$ cat config.mk
export PLATFORM = sky130hd
export DESIGN_NAME = latched_port_pair
export DESIGN_NICKNAME = d
export VERILOG_FILES = /design/src/rtl/latched_port_pair.sv
export SDC_FILE = /design/constraint.sdc
export NUM_CORES = 1
export LEC_CHECK = 0
export ABC_CLOCK_PERIOD_IN_PS = 5740
export CORE_MARGIN = 4
export CORE_UTILIZATION = 50
export DETAILED_ROUTE_END_ITERATION = 10
export PLACE_DENSITY = 0.78
export SETUP_SLACK_MARGIN = 0.05
export SKIP_LAST_GASP = 1
export SYNTH_ARGS = -nofsm -noshare
export SYNTH_HDL_FRONTEND = slang
export SYNTH_SLANG_ARGS = --single-unit
$ cat constraint.sdc
create_clock -name clk -period 5.74 [get_ports clk]
set_input_delay 1.435 -clock clk [delete_from_list [all_inputs] [get_ports clk]]
set_output_delay 1.435 -clock clk [all_outputs]
set_load 0.03 [all_outputs]
$ cat src/rtl/latched_port_pair.sv
module latched_port_pair (
  input  logic       clk,
  input  logic       rst_n,
  input  logic       cs,
  input  logic       rw,
  input  logic [3:0] rsel,
  input  logic [7:0] wdata,
  output logic [7:0] rdata,
  input  logic       strobe_a,
  input  logic       strobe_b,
  input  logic [7:0] pa_in,
  output logic [7:0] pa_out,
  output logic [7:0] pa_oe,
  input  logic [7:0] pb_in,
  output logic [7:0] pb_out,
  output logic [7:0] pb_oe,
  output logic       flag_a,
  output logic       flag_b
);
  logic [7:0] ora, orb, ddra, ddrb, latch_ctl, edge_ctl, lat_a, lat_b;
  logic       sa_q, sb_q, edge_a, edge_b, wr;
  logic [7:0] a_src, b_src;

  assign wr     = cs & ~rw;
  assign edge_a = (strobe_a != sa_q) && (strobe_a == edge_ctl[0]);
  assign edge_b = (strobe_b != sb_q) && (strobe_b == edge_ctl[4]);

  assign pa_oe  = ddra;
  assign pb_oe  = ddrb;
  assign pa_out = ora & ddra;
  assign pb_out = orb & ddrb;

  assign a_src = latch_ctl[0] ? lat_a : pa_in;
  assign b_src = latch_ctl[1] ? lat_b : pb_in;

  always_comb begin
    rdata = 8'h00;
    if (cs && rw) begin
      case (rsel)
        4'd0:        rdata = (orb & ddrb) | (b_src & ~ddrb);
        4'd1, 4'd15: rdata = a_src;
        4'd2:        rdata = ddrb;
        4'd3:        rdata = ddra;
        4'd11:       rdata = latch_ctl;
        4'd12:       rdata = edge_ctl;
        default:     rdata = 8'h00;
      endcase
    end
  end

  always_ff @(posedge clk or negedge rst_n) begin
    if (!rst_n) begin
      ora <= '0; orb <= '0; ddra <= '0; ddrb <= '0;
      latch_ctl <= '0; edge_ctl <= '0;
    end else if (wr) begin
      case (rsel)
        4'd0:        orb <= wdata;
        4'd1, 4'd15: ora <= wdata;
        4'd2:        ddrb <= wdata;
        4'd3:        ddra <= wdata;
        4'd11:       latch_ctl <= wdata;
        4'd12:       edge_ctl <= wdata;
        default:     ;
      endcase
    end
  end

  always_ff @(posedge clk or negedge rst_n) begin
    if (!rst_n) begin
      sa_q <= 1'b0; sb_q <= 1'b0;
      lat_a <= '0; lat_b <= '0;
      flag_a <= 1'b0; flag_b <= 1'b0;
    end else begin
      sa_q <= strobe_a;
      sb_q <= strobe_b;
      if (edge_a && latch_ctl[0]) lat_a <= pa_in;
      if (edge_b && latch_ctl[1]) lat_b <= pb_in;
      if (edge_a)                      flag_a <= 1'b1;
      else if (cs && rsel == 4'd1)     flag_a <= 1'b0;
      if (edge_b)                      flag_b <= 1'b1;
      else if (cs && rsel == 4'd0)     flag_b <= 1'b0;
    end
  end
endmodule

# Word-level counts from Yosys, hierarchy flattened
# Index checks and enable logic that the tools add are counted.
# word_totals
input_bits,34
reg_bits,68
memories,0
ramBits,0
mem_bits_ro,0
out_inout_bits,42
latchBits,0
# classes
mux,8
magnitude_cmp,0
n_addsub,0
n_eq_ne,10
mul,0
bitwise_logic,7
n_shift,0
div,0
n_reduce_logical,17
# ops
cell,count
8-bit one-hot mux with 6 select lines,1
8-bit bitwise AND,3
8-bit 2-to-1 mux,3
"4-bit == test, second input constant",3
2-bit AND reduction,6
"4-bit by 2-bit == test with 1-bit output, second input constant",2
8-bit NOT,1
8-bit OR,1
1-bit logical AND,7
"4-bit by 1-bit == test with 1-bit output, second input constant",1
4-bit logical NOT,1
1-bit 2-to-1 mux,4
2-bit nonzero test,2
1-bit == test,2
1-bit inequality test,2
2-bit OR reduction,1
1-bit bitwise AND,1
1-bit NOT,1

# Depth between registers and ports, before layout
# depth
depth_word,5
ltp_mapped,6
ltp_nobuf,4

# Least setup slack after synthesis
# Ideal clock, no wire load.
# synth_timing
path_kind,input-to-output
start,input port rsel[0]
end,output port rdata[6]
required_time_ps,4305
n_path_buf,1
t_arrival_ps,2801
slack_ps,1504
path_stages,4
path_cell_list,buf_6 nor3_1 a221oi_1 a21oi_1
# synth_via
elab_chain_cells,4
elab_cells_between_ends,10
classes_between,eq/ne: 6; mux: 2; reduce/logical: 2
# synth_lines
item,line_no,text
start: declaration,6,"input logic [3:0] rsel,"
4-bit by 1-bit == test with 1-bit output or 4-bit == test (tied branches),39,case (rsel)
2-bit OR reduction,39,
8-bit one-hot mux with 6 select lines *,39,
8-bit 2-to-1 mux *,38,if (cs && rw) begin
end: declaration,8,"output logic [7:0] rdata,"
# Mark *: on every way between the ends. The rest lies on a longest branch, timed or not.

# Final worst setup path
# layout_timing
start,input port rsel[0]
end,output port rdata[4]
# Same word-level chain as after synthesis.

==> flow_summary.yaml <==
timing:
  relSlewSlack_pct: 41.8
  finalSetupViolations: 0
  hold_viol: 0
  drv_slew: 0
  finalCritPeriodShare_pct: 92.3
  period_minus_slack_ps: 5300
  fin_ws_ps: 441
  tightestPinTransition_ps: 873
  timing.fmax_ghz: 0.189
  rsz0062_at_grt: "no"
  fin_skew_ps: 5.73
  tns_ps: 0
layout:
  drive_above_1_share_pct: 29.4
  num_antenna_cells: 0
  area_delta_synth_final_pct: 30.2
  num-nets-final: 379
  final_cells: 427
critical_path:
  critPathMaxFanout: 9
  path_cells: "clkdlybuf4s50_1 > nor2_1 > and3_1 > a221oi_1 > a21oi_1 > clkdlybuf4s50_1"
  slowest_stage: "clkdlybuf4s50_1"
  path_common_cell: "clkdlybuf4s50_1"
  cpPeakStageDelay_ps: 710
  endpoint_kind: "output pin"
  criticalPathCategory: "input port to output pin"
  cp_data_arrival_time_ps: 3860
  crit_path_start_kind: "input port"
  crit_required_ps: 4300
place:
  port_buffers: 75
  dp.cells: 411
  pre_cts_slack_ps: 464
  hpwlAfterDp_um: 5750
  gp_congestion: 0.784
hold_path:
  holdCritPathClass: "register to register"
synth:
  netlist_area_sq_mm: 0.00336
  synth_top_cell_area_share_pct: 50.6
  synth_flop_cell: "dfrtp_1"
  async_flop_share_pct: 100
  synth.area.top_cells: "dfrtp_1, mux2_2, mux2i_1"
  netlist_instances: 264
  synth-compound-area-share_pct: 8.23
  synth_warnings: 0
  synthXorXnorAreaFrac_pct: 0
  synth_top_family_by_area: "multiplexers"
  synth_top_cells_by_count: "mux2_2, dfrtp_1, and2_1, mux2i_1, nand2_1"
  yosysTopAreaCell: "dfrtp_1"
  synth_nets: 298
  synth_simple_gate_area_share_pct: 10.1
  synth_edf_count: 0
  synthMuxAreaShare_pct: 28.9
  avgSynthCellArea_sq_um: 12.7
  synth.distinct_cells: 30
  ys_seq_area_share_pct: 50.6
  synth-seq-cells: 68
  synth_fa_ha_area_share_pct: 0
  yosysMostFrequentCell: "mux2_2"
power:
  netSwitchingPower_mw: 0.485
  p_int_mw: 1.06
  pwr-share-seq_pct: 45.3
  power_mw: 1.54
  peakVddDrop_mv: 0.229
  powerDensity_mw_per_mm2: 353
  swShare_pct: 31.4
  p_clk_share_pct: 26.8
  power_frac_comb_pct: 27.9
  p_leak_nw: 1.86
route:
  first_iter_violations: 74
  ant_nets: 0
  vias_per_cell: 5.79
  dr_total_vias: 2471
  wl_um: 8280
  drt-pass1-iter-count: 5
  wl_per_cell_um: 19.4
  drc: 0
clock_tree:
  ctsHoldBuffers: 0
  clk_latency_ps: 360
  ctsResizeCount: 0
  cts_setup_buffers: 0
  cts_buffer_depth: 2
  cts_tree: "done"
  clk_pin_slew_ps: 80
  cts.sinks: 68
  cts_root_buf: "clkbuf_8"
  cts_made_buffers: 9
  cts_max_level: 3
die:
  dieArea_sq_mm: 0.00810
  die_h_um: 90.0
  num_rows: 29
  fp.dieW_um: 90.0
  pin_count: 76
  start_util_pct: 52.3
  core-area_sq_mm: 0.00642
global_route:
  antenna_found_initial: 0
  grt_start_max_net_pins: 69
  overflow: 0
  track_usage_pct: 21.5
  first_global_vias: 2680
  grt_pass1_wl_um: 13500
run_status:
  status: "finished clean"
job:
  maxCapViolations: 0
[through the flow]
| stage | hold slack [ps] | area [sq um] | util, % |
|---|---|---|---|
| final | 505 | 4380 | 68.1 |
| after global routing | 521 | 4380 | 68.1 |
| after CTS | 508 | 4380 | 68.1 |
| after detailed placement | 487 | 4170 | 64.9 |
| after global placement | 484 | 4170 | 64.9 |
| after floorplan | 472 | 3360 | - |
[power by group through the flow]
stage	clock network [mW]	logic, mW	registers [mW]
global placement	0	0.423	0.701
floorplan	0	0.245	0.717
global route	0.445	0.464	0.716
detailed placement	0	0.432	0.708
finish	0.413	0.431	0.699
CTS	0.421	0.435	0.699
[flip-flops by register name, summed over array words and instances (netlist names)]
name       flops
lat_b          8
sb_q           1
orb            8
pb_oe          8
lat_a          8
ora            8
flag_b         1
flag_a         1
sa_q           1
edge_ctl       8
latch_ctl      8
pa_oe          8
[layout make-up]
cell class,count,area [sq um]
Tap cell,77,96.3
Multi-Input combinational cell,186,1590
Timing Repair Buffer,80,783
Clock inverter,6,70.1
Clock buffer,10,138
Fill cell,490,2050
Sequential cell,68,1700
[placed cells by master (no fill, tap or decap), types with 3 or more instances in the layout]
master / instances
nand2_1: 15
a221oi_1: 8
mux2_2: 72
inv_6: 3
a21oi_1: 8
o31ai_1: 9
mux2i_1: 16
buf_4: 5
clkbuf_8: 10
clkdlybuf4s50_1: 74
and2_1: 17
o21ai_0: 9
dfrtp_1: 68
nand2b_1: 4
nor2_1: 10
[routing by layer]
metal  up-vias  track usage (%)  wire length [um]
li1       1131                -                 -
met1      1250             26.5              3420
met2        79             35.3              4230
met3        11             7.26               495
met4         0             7.53               138
met5         -                0                 0
[worst max-delay path, delay by kind of cell]
kind	cells	cell delay (ps)
buffers and inverters	2	1320
AND/OR/NAND/NOR	2	480
AO/OA/AOI/OAI	2	630
[worst paths after layout]
kind                                           from                    to  slack (ps)  cells past startpoint
max                                         rsel[0]              rdata[4]         440                      6
min                              ora[1]$_DFFE_PN0P_    ora[1]$_DFFE_PN0P_         500                      1
max reg2reg                latch_ctl[1]$_DFFE_PN0P_  lat_b[5]$_DFFE_PN0P_        4110                      2
min reg2reg                      ora[1]$_DFFE_PN0P_    ora[1]$_DFFE_PN0P_         500                      1
max in group asynchronous                     rst_n    orb[1]$_DFFE_PN0P_        3900                      2
min in group asynchronous                     rst_n    orb[5]$_DFFE_PN0P_        1260                      2
[kinds of logic after synthesis]
kind of cell | Yosys count
compound gates | 39
buf+inv | 10
flops | 68
mux | 88
simple gates | 59
Power figures use the tool's default switching activity.
